File: src/rtl/tmr_chan_pkg.sv
package tmr_chan_pkg;
  // Strobes from the control half to the datapath half, valid for one cycle.
  typedef struct packed {
    logic loadInit;  // role write with a compare code
    logic initLvl;   // level to load with loadInit
    logic setPin;
    logic clrPin;
    logic togPin;
    logic capture;   // copy counter into channel register
    logic setFlag;
  } chanStrb_t;

  typedef enum logic [1:0] {
    ROLE_CMP    = 2'd0,
    ROLE_PINCAP = 2'd1,
    ROLE_CASCAP = 2'd2
  } chanRole_t;
endpackage

File: src/rtl/tmr_chan_ctrl.sv
module tmr_chan_ctrl
  import tmr_chan_pkg::*;
#(
  parameter int W    = 16,
  parameter int SYNC = 2
) (
  input  logic         clk,
  input  logic         rstN,
  input  logic         ctrlWe,
  input  logic [3:0]   ctrlData,
  input  logic         bufMode,
  input  logic         pinIn,
  input  logic         cascTick,
  input  logic         cascFastClk,
  input  logic         cntEn,
  input  logic [W-1:0] cntVal,
  input  logic [W-1:0] regVal,
  output chanStrb_t    strb,
  output logic         pinOe
);
  localparam int PIPE = SYNC + 1;

  logic [3:0]      modeReg;
  logic [PIPE-1:0] syncPipe;
  logic            sNew, sOld, riseEv, fallEv, pinEdge, matchHit;
  chanRole_t       role;

  always_ff @(posedge clk or negedge rstN) begin
    if (!rstN) begin
      modeReg  <= 4'b0000;
      syncPipe <= '0;
    end else begin
      if (ctrlWe) modeReg <= ctrlData;
      syncPipe <= {syncPipe[PIPE-2:0], pinIn};
    end
  end

  assign sNew   = syncPipe[SYNC-1];
  assign sOld   = syncPipe[SYNC];
  assign riseEv = sNew & ~sOld;
  assign fallEv = ~sNew & sOld;

  always_comb begin
    if (!modeReg[3])      role = ROLE_CMP;
    else if (!modeReg[2]) role = ROLE_PINCAP;
    else                  role = ROLE_CASCAP;
  end

  always_comb begin
    unique case (modeReg[1:0])
      2'b00:   pinEdge = riseEv;
      2'b01:   pinEdge = fallEv;
      default: pinEdge = riseEv | fallEv;
    endcase
  end

  assign matchHit = cntEn && (cntVal == regVal);

  always_comb begin
    strb          = '0;
    strb.loadInit = ctrlWe && !ctrlData[3];
    strb.initLvl  = ctrlData[2];
    if (!bufMode) begin
      unique case (role)
        ROLE_CMP: begin
          if (matchHit) begin
            strb.setFlag = 1'b1;
            strb.clrPin  = (modeReg[1:0] == 2'b01);
            strb.setPin  = (modeReg[1:0] == 2'b10);
            strb.togPin  = (modeReg[1:0] == 2'b11);
          end
        end
        ROLE_PINCAP: strb.capture = pinEdge;
        ROLE_CASCAP: strb.capture = cascTick && !cascFastClk;
        default: ;
      endcase
      if (strb.capture) strb.setFlag = 1'b1;
    end
  end

  assign pinOe = (role == ROLE_CMP) && (modeReg[1:0] != 2'b00) && !bufMode;

  AST_BUF_QUIET: assert property (@(posedge clk) disable iff (!rstN)
    bufMode |-> !strb.capture && !strb.setFlag && !pinOe) else $error("bufMode activity");

  AST_FAST_NO_CAP: assert property (@(posedge clk) disable iff (!rstN)
    (modeReg[3:2] == 2'b11 && cascFastClk) |-> !strb.capture) else $error("fast-clock capture");

  AST_PIN_CAP_EDGE: assert property (@(posedge clk) disable iff (!rstN)
    (strb.capture && modeReg[3:2] == 2'b10) |-> (sNew != sOld)) else $error("capture without edge");

  AST_MATCH_NEEDS_EN: assert property (@(posedge clk) disable iff (!rstN)
    (strb.setPin || strb.clrPin || strb.togPin) |-> cntEn) else $error("pin action without cntEn");
endmodule

File: src/rtl/tmr_chan_dp.sv
module tmr_chan_dp
  import tmr_chan_pkg::*;
#(
  parameter int W = 16
) (
  input  logic         clk,
  input  logic         rstN,
  input  chanStrb_t    strb,
  input  logic         regWe,
  input  logic [W-1:0] regData,
  input  logic         flagClr,
  input  logic         irqEn,
  input  logic [W-1:0] cntVal,
  output logic [W-1:0] regVal,
  output logic         pinOut,
  output logic         flag,
  output logic         irq
);
  always_ff @(posedge clk or negedge rstN) begin
    if (!rstN) begin
      regVal <= '0;
      pinOut <= 1'b0;
      flag   <= 1'b0;
    end else begin
      if (strb.capture)  regVal <= cntVal;
      else if (regWe)    regVal <= regData;

      if (strb.loadInit)    pinOut <= strb.initLvl;
      else if (strb.setPin) pinOut <= 1'b1;
      else if (strb.clrPin) pinOut <= 1'b0;
      else if (strb.togPin) pinOut <= ~pinOut;

      if (strb.setFlag)  flag <= 1'b1;
      else if (flagClr)  flag <= 1'b0;
    end
  end

  assign irq = flag & irqEn;

  AST_CAP_LOAD: assert property (@(posedge clk) disable iff (!rstN)
    strb.capture |=> regVal == $past(cntVal)) else $error("capture value");

  AST_TOGGLE: assert property (@(posedge clk) disable iff (!rstN)
    (strb.togPin && !strb.loadInit) |=> pinOut != $past(pinOut)) else $error("toggle");

  AST_INIT_LOAD: assert property (@(posedge clk) disable iff (!rstN)
    strb.loadInit |=> pinOut == $past(strb.initLvl)) else $error("initial level");

  AST_FLAG_STICKY: assert property (@(posedge clk) disable iff (!rstN)
    (flag && !flagClr) |=> flag) else $error("flag dropped");

  AST_SW_WRITE: assert property (@(posedge clk) disable iff (!rstN)
    (regWe && !strb.capture) |=> regVal == $past(regData)) else $error("software write");
endmodule

File: src/rtl/tmr_chan.sv
module tmr_chan
  import tmr_chan_pkg::*;
#(
  parameter int W    = 16,
  parameter int SYNC = 2
) (
  input  logic         clk,
  input  logic         rstN,
  input  logic         ctrlWe,
  input  logic [3:0]   ctrlData,
  input  logic         regWe,
  input  logic [W-1:0] regData,
  input  logic         flagClr,
  input  logic         irqEn,
  input  logic         bufMode,
  input  logic [W-1:0] cntVal,
  input  logic         cntEn,
  input  logic         pinIn,
  input  logic         cascTick,
  input  logic         cascFastClk,
  output logic         pinOut,
  output logic         pinOe,
  output logic [W-1:0] regVal,
  output logic         flag,
  output logic         irq
);
  chanStrb_t strb;

  tmr_chan_ctrl #(.W(W), .SYNC(SYNC)) uCtrl (
    .clk(clk), .rstN(rstN), .ctrlWe(ctrlWe), .ctrlData(ctrlData),
    .bufMode(bufMode), .pinIn(pinIn), .cascTick(cascTick),
    .cascFastClk(cascFastClk), .cntEn(cntEn), .cntVal(cntVal),
    .regVal(regVal), .strb(strb), .pinOe(pinOe)
  );

  tmr_chan_dp #(.W(W)) uDp (
    .clk(clk), .rstN(rstN), .strb(strb), .regWe(regWe), .regData(regData),
    .flagClr(flagClr), .irqEn(irqEn), .cntVal(cntVal), .regVal(regVal),
    .pinOut(pinOut), .flag(flag), .irq(irq)
  );

  AST_IRQ_NEEDS_FLAG: assert property (@(posedge clk) disable iff (!rstN)
    irq |-> flag && irqEn) else $error("irq without flag");
endmodule

File: config.mk
export PLATFORM = sky130hd
export DESIGN_NAME = tmr_chan
export DESIGN_NICKNAME = d
export VERILOG_FILES = /design/src/rtl/tmr_chan_pkg.sv /design/src/rtl/tmr_chan_ctrl.sv /design/src/rtl/tmr_chan_dp.sv /design/src/rtl/tmr_chan.sv
export SDC_FILE = /design/constraint.sdc
export NUM_CORES = 1
export LEC_CHECK = 0
export BUFFER_PORTS_ARGS = -buffer_cell sky130_fd_sc_hd__clkbuf_2
export CORE_MARGIN = 8
export CORE_UTILIZATION = 46
export DETAILED_ROUTE_END_ITERATION = 8
export PLACE_DENSITY_LB_ADDON = 0.15
export SYNTH_ARGS = -nofsm -noshare
export SYNTH_HDL_FRONTEND = slang
export SYNTH_SLANG_ARGS = --single-unit
File: constraint.sdc
create_clock -name clk -period 2.1 [get_ports clk]
set_input_delay 0.42 -clock clk [delete_from_list [all_inputs] [get_ports clk]]
set_output_delay 0.42 -clock clk [all_outputs]
set_load 0.01 [all_outputs]
==> results.md, run 1 <==
- Top cell type by total area after synthesis: dfrtp_1
- Slew headroom: 59.83%
- Total internal power: 0.8001 mW
- Die area: 5072 sq um
- Switching power as a share of total power: 32.52%
- # Max-Cap Violations: 0
- Post-route ant nets: 0
- Detailed-router iteration count before antenna repair: 3
- H-tree depth: 1
- Sequential cell area fraction in the yosys report: 44.60%
- Peak Freq: 601.1 MHz
- Setup CP Type: flop to flop
- Max VDD drop: 0.3652 mV
- Largest clock skew in the final design: 2.635 ps
- Final number of setup-violating endpoints: 0
- Pin count of the biggest net entering global routing: 26
- FFs w/ async S/R, synth: 100.0%
- Post-Syn Nets: 175
- Switching power of the nets: 0.3855 mW
- CP max-delay cell: dfrtp_1
- Fraction of layout instances using a drive strength above 1: 48.19%
- Final worst path period share: 79.21%
- Post-route setup TNS: 0 ps
- Result of the run: completed
- Post-detailed-routing wire length: 3330 um
- Library cells used by synthesis: 30
- Clock tree sinks: 25
- Worst endpoint data arrival time: 1920 ps
- Top-level port count: 67
- Placement Rows: 20
- Final hold vios: 0
- List of most frequent post-synthesis cells: 25 x dfrtp_1, 19 x nand2_1, 16 x mux2i_1, 14 x o21ai_2, 13 x xnor2_1
- Worst reg2reg path depth: 8
- Count of hold-fix buffers inserted at cts: 0
- Worst slack on hold paths: 84.35 ps
- Count of nets after finishing: 243
- Endpoint class of the critical path: flop
- Sequential group share of total power: 51.5%
- Hold Path Class: primary input to asynchronous set/reset pin
- Clock root buffer: clkbuf_4
- Antenna violations before repair: 0
- Top post-synthesis cells by area: dfrtp_1 45%, mux2i_1 11%, o21ai_2 8.7%
- Aggregate global routing overflow: 0
- Cell-by-cell trace of the critical path: inv_1 > ha_1 > nand2_1 > o211ai_2 > a21oi_4 > buf_4 > nand2_1 > o21ai_2
- Synthesis-to-layout area growth: 26.67%
- Largest stage delay on the critical path: 400 ps
- Syn. warnings: 0
- Routed length per placed instance: 14.73 um
- First-pass GRT wire length: 5754 um
- Required time reported for the critical path endpoint: 2350 ps
- Worst-Margin Slew: 602.5 ps
- Power per standard cell area: 667.3 nW/um^2
- Ant. Diodes: 0
- End of the worst register-to-register path: uDp.regVal[6]
- Setup bufs post-CTS: 0
- Final cell utilization of the core: 59.66%
- Leakage component of the power: 0.8870 nW
- Initial standard-cell utilization of the core: 47.10%
- Worst-case clock buffer depth: 2
- Height of the die: 71.22 um
- Share of power burned in the clock network: 18.0%
- Floorplan Core Area: 2978 sq um
- Clock Latency Late Sink: 310 ps
- DRC errors left: 0
- Worst reg2reg path startpoint: uCtrl.syncPipe[1]
- Shortest period the worst path allows: 1663 ps
- Slew Viols, Final: 0
- Die width: 71.22 um
- Final RePlAce weighted congestion: 0.7906
- Number of synthesized flops with an enable pin: 0
- Syn Area/Cell: 11.13 sq um
- Top Family by Delay on Critical Path: compound AO/OA/AOI/OAI gates
- Vias after detailed routing: 1130
- Element type at the critical path start: flop
- Most common cell in the netlist: dfrtp_1
- Most used flip-flop cell after synthesis: dfrtp_1
- Cts repair resizes: 0
- Maximum fanout along the worst path: 14
- Gate power share: 30.6%
- Iteration-0 DRC Markers: 22
- Via density per instance: 5.000
- Share of the synthesized area in the top cell type: 44.60%
- Critical path buffer and inverter count: 2
- Summed instance area of the synthesized netlist: 1403 sq um
- Total CTS buffers: 3
- Global-route usage over all layers: 13.80%
- Register-to-register setup slack: 440 ps
- Cells after Synth: 126
- HPWL after detailed placement: 2832 um
- TritonCTS clock tree: done
- Via count of the first global-routing pass: 1274
- Clock-pin slew on the worst setup and hold paths: 140 ps
- Count of buffers inserted at the top-level ports: 66
- Flip-flop and latch count after synthesis: 25
- Unrepaired setup endpoints after global routing: no
- Most common cell type on the critical path: nand2_1
[layer usage]
metal,routed length [um],track usage (%),vias to the layer above
met2,1636,22.55,36
met3,258,4.324,2
li1,-,-,571
met5,0,0,-
met4,13,4.157,0
met1,1421,16.88,521
[power groups by stage]
stage / sequential [mW] / combinational (mW) / clock (mW)
4_1_cts: 0.611 / 0.370 / 0.224
3_3_place_gp: 0.616 / 0.362 / 0
3_5_place_dp: 0.621 / 0.370 / 0
6_report: 0.610 / 0.362 / 0.213
2_1_floorplan: 0.637 / 0.193 / 0
5_1_grt: 0.621 / 0.398 / 0.240
[flip-flops by register name (all words and copies together), names as in the netlist]
register and flops:
uCtrl.modeReg 4, uCtrl.syncPipe 3, uDp.flag 1, uDp.pinOut 1, uDp.regVal 16
[metrics by stage]
step / power (mW) / instances / area [sq um] / setup WS, ps
6_report: 1.186 / 226 / 1777 / 436.5
5_1_grt: 1.260 / 226 / 1777 / 293.4
4_1_cts: 1.206 / 226 / 1777 / 417.8
3_5_place_dp: 0.9904 / 222 / 1749 / 430.0
3_3_place_gp: 0.9775 / 222 / 1749 / 434.2
2_1_floorplan: 0.8302 / 126 / 1403 / 612.4
[worst max path at each step]
stage | start | to | slack [ps] | cells after the start
floorplan | uCtrl.syncPipe[1] | uDp.regVal[10] | 610 | 7
global placement | cntVal[3] | uDp.pinOut | 430 | 6
detailed placement | cntVal[3] | uDp.pinOut | 430 | 6
CTS | uCtrl.syncPipe[1] | uDp.regVal[6] | 420 | 8
global route | uCtrl.syncPipe[1] | uDp.regVal[15] | 290 | 8
finish | uCtrl.syncPipe[1] | uDp.regVal[6] | 440 | 8
[layout make-up]
class / instances / area, sq um
clock buffers: 3 / 22.52
clock inverters: 1 / 5.005
fillers: 289 / 1201
inverters: 4 / 15.01
multi-input cells: 92 / 721.9
flip-flops and latches: 25 / 625.6
well taps: 33 / 41.29
repair buffers: 68 / 345.3
[placed cells by master, fill, tap and decap left out, types with 2 or more instances in the layout]
master	netlist	final
ha_1	2	2
clkbuf_2	0	66
o21ai_0	3	3
dfrtp_1	25	25
xnor2_1	13	13
mux2_2	3	3
xor2_1	3	3
mux2i_1	16	16
o21ai_2	14	14
inv_1	4	4
clkbuf_4	0	3
nand4_1	3	3
nand2_1	19	19
buf_4	1	2
[cell families (layout without fill, tap and decap cells)]
family / after synthesis / after routing / synth area share, %
compound gates: 24 / 24 / 14.63
xor+xnor: 16 / 16 / 9.991
fa+ha+maj: 2 / 2 / 1.784
buf+inv: 9 / 76 / 3.925
flops: 25 / 25 / 44.60
mux: 20 / 20 / 14.90
simple gates: 30 / 30 / 10.17
Power figures use the tool's default switching activity.
==> run 2: changes to the inputs <==
--- a/config.mk
+++ b/config.mk
@@ -7,7 +7,7 @@
 export LEC_CHECK = 0
 export BUFFER_PORTS_ARGS = -buffer_cell sky130_fd_sc_hd__clkbuf_2
 export CORE_MARGIN = 8
-export CORE_UTILIZATION = 46
+export CORE_UTILIZATION = 41
 export DETAILED_ROUTE_END_ITERATION = 8
 export PLACE_DENSITY_LB_ADDON = 0.15
 export SYNTH_ARGS = -nofsm -noshare
==> constraint.sdc (replaced) <==
create_clock -name clk -period 1.5 [get_ports clk]
set_input_delay 0.3 -clock clk [delete_from_list [all_inputs] [get_ports clk]]
set_output_delay 0.3 -clock clk [all_outputs]
set_load 0.01 [all_outputs]
==> run 2 against run 1 <==
The flow now finishes with violations (setup timing). Sequential power rose by 40%. Worst hold slack got worse by 2.5 ps. Combinational power rose by 58%. Final cell count rose by 9.3%. Cell area rose by 8.1%. Largest cell class unchanged. Largest power group unchanged.
==> results.md, run 2 (synthesized netlist as in run 1, its figures left out) <==
- Routed length per placed instance: 14.53 um (-1.4%)
- Worst reg2reg path depth: 7 (-1)
- DRC errors left: 0 (unchanged)
- Final number of setup-violating endpoints: 18 (+18)
- Shortest period the worst path allows: 1572 ps (-91.77 ps)
- Slew headroom: 58.16% (-1.7 points)
- Result of the run: complete, but fails checks
- HPWL after detailed placement: 2809 um (-0.82%)
- Largest clock skew in the final design: 5.312 ps (+2.676 ps)
- Clock tree sinks: 25 (unchanged)
- Violations in the final reports: setup timing
- H-tree depth: 1 (unchanged)
- Final worst path period share: 104.8% (+26 points)
- Top-level port count: 67 (unchanged)
- Synthesis-to-layout area growth: 36.93%
- Global-route usage over all layers: 12.78% (-1.0 points)
- Top Family by Delay on Critical Path: flip-flops
- Largest registers: uDp.regVal: 16 flops, uCtrl.modeReg: 4 flops, uCtrl.syncPipe: 3 flops
- Total instance count after detailed placement: 238 (+7.2%)
- Max reg flops: 16 (unchanged)
- Count of buffers inserted at the top-level ports: 66 (unchanged)
- Detailed-router iteration count before antenna repair: 3 (unchanged)
- Initial standard-cell utilization of the core: 42.37% (-4.7 points)
- Most common cell after layout, fill and taps aside: clkbuf_2
- Maximum fanout along the worst path: 18 (+4)
- Most used cells in the layout excluding fill and tap cells: 65 x clkbuf_2, 25 x dfrtp_1, 16 x mux2i_1
- Area of placed instances: 1813 sq um (+3.6%)
- Met2 wire len: 1793 um (+9.6%)
- Via density per instance: 4.826 (-3.5%)
- Hold Path Class: primary input to flop
- # Max-Cap Violations: 0 (unchanged)
- Final RePlAce weighted congestion: 0.8024 (+1.5%)
- Final hold vios: 0 (unchanged)
- Worst reg2reg path startpoint: uCtrl.syncPipe[1]
- First-pass GRT wire length: 5602 um (-2.6%)
- Fin worst setup slack: -71.73 ps (-508.2 ps)
- CP max-delay cell: dfrtp_1
- Critical Path Stages: 7 (-1)
- Clock Latency Late Sink: 310 ps (about the same)
- Reg with most FFs: uDp.regVal
- Highest routed metal layer: met4
- Hold_sp: pinIn
- Vias after detailed routing: 1192 (+5.5%)
- Placement Rows: 21 (+5.0%)
- Power per standard cell area: 898.2 nW/um^2 (+35%)
- Worst slack on hold paths: 81.85 ps (-2.502 ps)
- Die area: 5549 sq um (+9.4%)
- TritonCTS clock tree: done
- Aggregate global routing overflow: 0 (unchanged)
- Clock root buffer: clkbuf_4
- Worst-case clock buffer depth: 2 (unchanged)
- Total CTS buffers: 3 (unchanged)
- Wire length on met3: 227 um (-12%)
- Ant. Diodes: 0 (unchanged)
- Slew Viols, Final: 0 (unchanged)
- Post-detailed-routing wire length: 3589 um (+7.8%)
- Pin count of the biggest net entering global routing: 26 (unchanged)
- Number of cells traversed by the worst hold path: 1
- Leakage component of the power: 0.9352 nW (+5.4%)
- Element type at the critical path start: flop
- Total Power: 1.725 mW (+45%)
- Worst-Margin Slew: 627.6 ps (+25.05 ps)
- Final Instance Area: 1921 sq um (+8.1%)
- Unrepaired setup endpoints after global routing: yes
- Height of the die: 74.49 um (+4.6%)
- Post-route setup TNS: -975.0 ps (-975.0 ps)
- Worst Hold Path EP: uCtrl.syncPipe[0]
- Worst endpoint data arrival time: 1790 ps (-130 ps)
- Post-route ant nets: 0 (unchanged)
- End of the worst register-to-register path: uDp.regVal[3]
- Via count of the first global-routing pass: 1236 (-3.0%)
- Post-route met1 wirelength: 1549 um (+9.0%)
- Antenna violations before repair: 0 (unchanged)
- Fraction of layout instances using a drive strength above 1: 55.22% (+7.0 points)
- Post-placement worst setup slack: -72.94 ps (-503.0 ps)
- Register-to-register setup slack: -70 ps (-510 ps)
- Count of nets after finishing: 251 (+3.3%)
- Die width: 74.49 um (+4.6%)
- Clock-pin slew on the worst setup and hold paths: 140 ps (about the same)
- Required time reported for the critical path endpoint: 1710 ps (-640 ps)
- Critical path buffer and inverter count: 1 (-1)
- Iteration-0 DRC Markers: 49 (+120%)
- Floorplan Core Area: 3311 sq um (+11%)
- Peak Freq: 636.2 MHz (+5.8%)
- Final cell count without fillers: 247 (+9.3%)
- Endpoint class of the critical path: flop
- Final cell utilization of the core: 58.01% (-1.7 points)
- Largest stage delay on the critical path: 430 ps (+30 ps)
- Cell-by-cell trace of the critical path: ha_2 > mux2_4 > o211ai_4 > a21oi_4 > buf_12 > nand2_1 > o21ai_2
- Setup CP Type: flop to flop
- Max VDD drop: 0.4948 mV (+35%)
==> run 2: cell types whose count changed in the layout (fill, tap and decap cells not counted), sizes merged <==
cell | previous run | this run
dlygate4sd3 | 0 | 1
buf | 2 | 10
clkbuf | 69 | 68
==> run 2: worst register-to-register path: cells and delay by family (launching register included) <==
kind            cells  cell delay [ps]
buf+inv             1              170
compound gates      3              320
simple gates        1               90
mux                 1              280
fa+ha+maj           1              190
flops               1              430
==> run 2: routing by layer <==
| layer | global-route usage (%) | vias to the layer above |
|---|---|---|
| li1 | - | 591 |
| met4 | 3.261 | 0 |
| met1 | 15.68 | 565 |
| met5 | 0 | - |
| met2 | 21.30 | 34 |
| met3 | 3.639 | 2 |
==> run 2: how the worst max path moves through the flow <==
stage                       from             end  slack (ps)
3_5_place_dp   uCtrl.syncPipe[1]   uDp.regVal[6]         -70
3_3_place_gp   uCtrl.syncPipe[1]   uDp.regVal[1]         -30
4_1_cts        uCtrl.syncPipe[1]   uDp.regVal[8]         -80
6_report       uCtrl.syncPipe[1]   uDp.regVal[3]         -70
2_1_floorplan  uCtrl.syncPipe[1]  uDp.regVal[10]          10
5_1_grt           uDp.regVal[13]      uDp.pinOut        -140
==> run 2: where the power goes <==
group | internal [mW] | switching, mW
clock network | 0.0996 | 0.197
logic | 0.297 | 0.275
registers | 0.766 | 0.0913
total | 1.16 | 0.563
==> run 2: cell type report <==
class	instances	area, sq um
timing repair buffer	76	436.7
tap	46	57.56
inverter	4	15.01
multi-input combinational	92	758.2
clock buffer	3	22.52
sequential	25	625.6
fill	311	1390
clock inverter	1	5.005
==> run 2: what timing repair did <==
item | in CTS | in global routing
gates cloned | 0 | 0
buffers inserted | 0 | 4
resized for setup | 10 | 6
hold buffers | 1 | 0
pin swaps | 0 | 4
endpoints found under the hold margin | 21 | 0
endpoints found under the setup margin | 17 | 19
==> run 3: changes to the inputs <==
--- a/config.mk
+++ b/config.mk
@@ -9,7 +9,7 @@
 export CORE_MARGIN = 8
 export CORE_UTILIZATION = 41
 export DETAILED_ROUTE_END_ITERATION = 8
-export PLACE_DENSITY_LB_ADDON = 0.15
+export PLACE_DENSITY = 0.87
 export SYNTH_ARGS = -nofsm -noshare
 export SYNTH_HDL_FRONTEND = slang
 export SYNTH_SLANG_ARGS = --single-unit
==> run 3 against run 2 <==
The flow still finishes with violations (setup timing). Register-to-register slack got worse by 40 ps. Routed wire length up 9.9%. Worst setup slack got worse by 44 ps. Critical path depth grew 1. Core utilization increased by 3.9 points. Final cell count increased by 3.6%. Clock skew up 5.3 ps. First-iteration DRC count decreased by 37%. Via count increased by 7.1%. Maximum frequency decreased by 2.7%. Global-route usage increased by 0.82 points.
==> results.md, run 3 (synthesized netlist as in run 1, its figures left out) <==
- Result of the run: complete, but fails checks
- Violations in the final reports: setup timing
- Pin count of the biggest net entering global routing: 26 (unchanged)
- First-pass GRT wire length: 5871 um (+4.8%)
- Iteration-0 DRC Markers: 31 (-37%)
- # Max-Cap Violations: 0 (unchanged)
- Reg with most FFs: uDp.regVal
- Endpoint class of the critical path: flop
- Clock Latency Late Sink: 310 ps (about the same)
- Total CTS buffers: 3 (unchanged)
- Critical path buffer and inverter count: 2 (+1)
- Power per standard cell area: 882.4 nW/um^2 (-1.8%)
- Count of nets after finishing: 260 (+3.6%)
- DRC errors left: 0 (unchanged)
- Leakage component of the power: 1.012 nW (+8.2%)
- Worst reg2reg path startpoint: uCtrl.syncPipe[2]
- Hold Path Class: primary input to flop
- Element type at the critical path start: flop
- Top Family by Delay on Critical Path: flip-flops
- Fin worst setup slack: -115.9 ps (-44.18 ps)
- Final Instance Area: 2048 sq um (+6.6%)
- Area of placed instances: 1828 sq um (+0.83%)
- Final hold vios: 0 (unchanged)
- TritonCTS clock tree: done
- Global-route usage over all layers: 13.60% (+0.82 points)
- Largest stage delay on the critical path: 410 ps (-20 ps)
- Aggregate global routing overflow: 0 (unchanged)
- Register-to-register setup slack: -120 ps (-40 ps)
- Worst Hold Path EP: uCtrl.syncPipe[0]
- HPWL after detailed placement: 2956 um (+5.2%)
- Die width: 74.49 um (unchanged)
- Shortest period the worst path allows: 1616 ps (+44.18 ps)
- Final worst path period share: 107.7% (+2.9 points)
- Fraction of layout instances using a drive strength above 1: 59.05% (+3.8 points)
- Post-route ant nets: 0 (unchanged)
- Most used cells in the layout excluding fill and tap cells: 66 x clkbuf_2, 25 x dfrtp_1, 16 x mux2i_1
- Clock-pin slew on the worst setup and hold paths: 130 ps (about the same)
- Worst reg2reg path depth: 8 (+1)
- Synthesis-to-layout area growth: 46.03%
- Clock tree sinks: 25 (unchanged)
- Largest clock skew in the final design: 10.59 ps (+5.274 ps)
- End of the worst register-to-register path: uDp.regVal[9]
- Cell-by-cell trace of the critical path: inv_1 > ha_2 > mux2_4 > o211ai_4 > a21oi_4 > buf_12 > nand2_1 > o21ai_2
- Max VDD drop: 0.4295 mV (-13%)
- Vias after detailed routing: 1277 (+7.1%)
- Hold_sp: pinIn
- Setup CP Type: flop to flop
- Detailed-router iteration count before antenna repair: 4 (+1)
- Final number of setup-violating endpoints: 18 (unchanged)
- Via density per instance: 4.988 (+3.4%)
- Placement Rows: 21 (unchanged)
- Largest registers: uDp.regVal: 16 flops, uCtrl.modeReg: 4 flops, uCtrl.syncPipe: 3 flops
- Final cell utilization of the core: 61.87% (+3.9 points)
- Via count of the first global-routing pass: 1335 (+8.0%)
- CP max-delay cell: dfrtp_1
- Unrepaired setup endpoints after global routing: yes
- Timing startpoint of the critical path: uCtrl.syncPipe[2]
- Required time reported for the critical path endpoint: 1720 ps (about the same)
- Final RePlAce weighted congestion: 0.7382 (-8.0%)
- Maximum fanout along the worst path: 10 (-8)
- Post-detailed-routing wire length: 3945 um (+9.9%)
- Top-level port count: 67 (unchanged)
- Number of cells traversed by the worst hold path: 1 (unchanged)
- Worst-case clock buffer depth: 2 (unchanged)
- Max reg flops: 16 (unchanged)
- Slew Viols, Final: 0 (unchanged)
- Height of the die: 74.49 um (unchanged)
- Worst endpoint data arrival time: 1830 ps (+40 ps)
- Ant. Diodes: 0 (unchanged)
- Worst-Margin Slew: 605.1 ps (-22.43 ps)
- Count of buffers inserted at the top-level ports: 66 (unchanged)
- Antenna violations before repair: 0 (unchanged)
- Peak Freq: 618.8 MHz (-2.7%)
- Initial standard-cell utilization of the core: 42.37% (unchanged)
- H-tree depth: 1 (unchanged)
- Die area: 5549 sq um (unchanged)
- Worst slack on hold paths: 93.45 ps (+11.60 ps)
- Routed length per placed instance: 15.41 um (+6.1%)
- Most common cell after layout, fill and taps aside: clkbuf_2
- Slew headroom: 59.66% (+1.5 points)
- Clock root buffer: clkbuf_4
- Floorplan Core Area: 3311 sq um (unchanged)
## run 3: metal layers
layer	part of all wire, %	wire length (um)	GRT usage [%]
met1	37	1453	14.70
met2	55	2165	24.59
met3	4.4	175	1.752
met5	0	0	0
met4	3.8	151	8.043
## run 3: per-stage QoR
stage / setup WS, ps / total power [mW] / std cells / setup TNS, ps
2_1_floorplan: 12.41 / 1.162 / 126 / 0
3_3_place_gp: -32.11 / 1.391 / 240 / -332.8
3_5_place_dp: -98.55 / 1.408 / 240 / -1259
4_1_cts: -93.15 / 1.733 / 248 / -1034
5_1_grt: -159.9 / 1.917 / 256 / -2545
6_report: -115.9 / 1.807 / 256 / -1529
## run 3: layout make-up
| type | instances | area [sq um] |
|---|---|---|
| Fill cell | 283 | 1262 |
| Multi-Input combinational cell | 92 | 798.3 |
| Sequential cell | 25 | 625.6 |
| Timing Repair Buffer | 85 | 525.5 |
| Tap cell | 46 | 57.56 |
| Clock buffer | 4 | 26.28 |
| Inverter | 4 | 15.01 |
## run 3: worst reg2reg max path, cell delays in order (launching register included)
cell and delay [ps]:
dfrtp_1 410, inv_1 60, ha_2 160, mux2_4 280, o211ai_4 180, a21oi_4 140, buf_12 170, nand2_1 90
o21ai_2 60
## run 3: worst max-delay path by stage
stage                                 to  slack, ps  cells after the start
after floorplan           uDp.regVal[10]         10                      7
after global placement     uDp.regVal[6]        -30                      7
after detailed placement   uDp.regVal[9]       -100                      7
after CTS                  uDp.regVal[9]        -90                      8
after global routing            uDp.flag       -160                      6
final                      uDp.regVal[9]       -120                      8
## run 3: repair_timing
action | in CTS | in global routing
gates resized for setup | 7 | 14
pin swaps | 4 | 7
hold buffers | 1 | 0
endpoints found under the setup margin | 18 | 19
gates cloned | 0 | 2
hold endpoints to repair | 25 | 0
buffers inserted | 3 | 6
## run 3: power breakdown
group	leakage [nW]	internal (mW)	switching [mW]
clock network	0.0150	0.104	0.190
registers	0.297	0.766	0.0896
logic	0.700	0.351	0.307
total	1.01	1.22	0.586
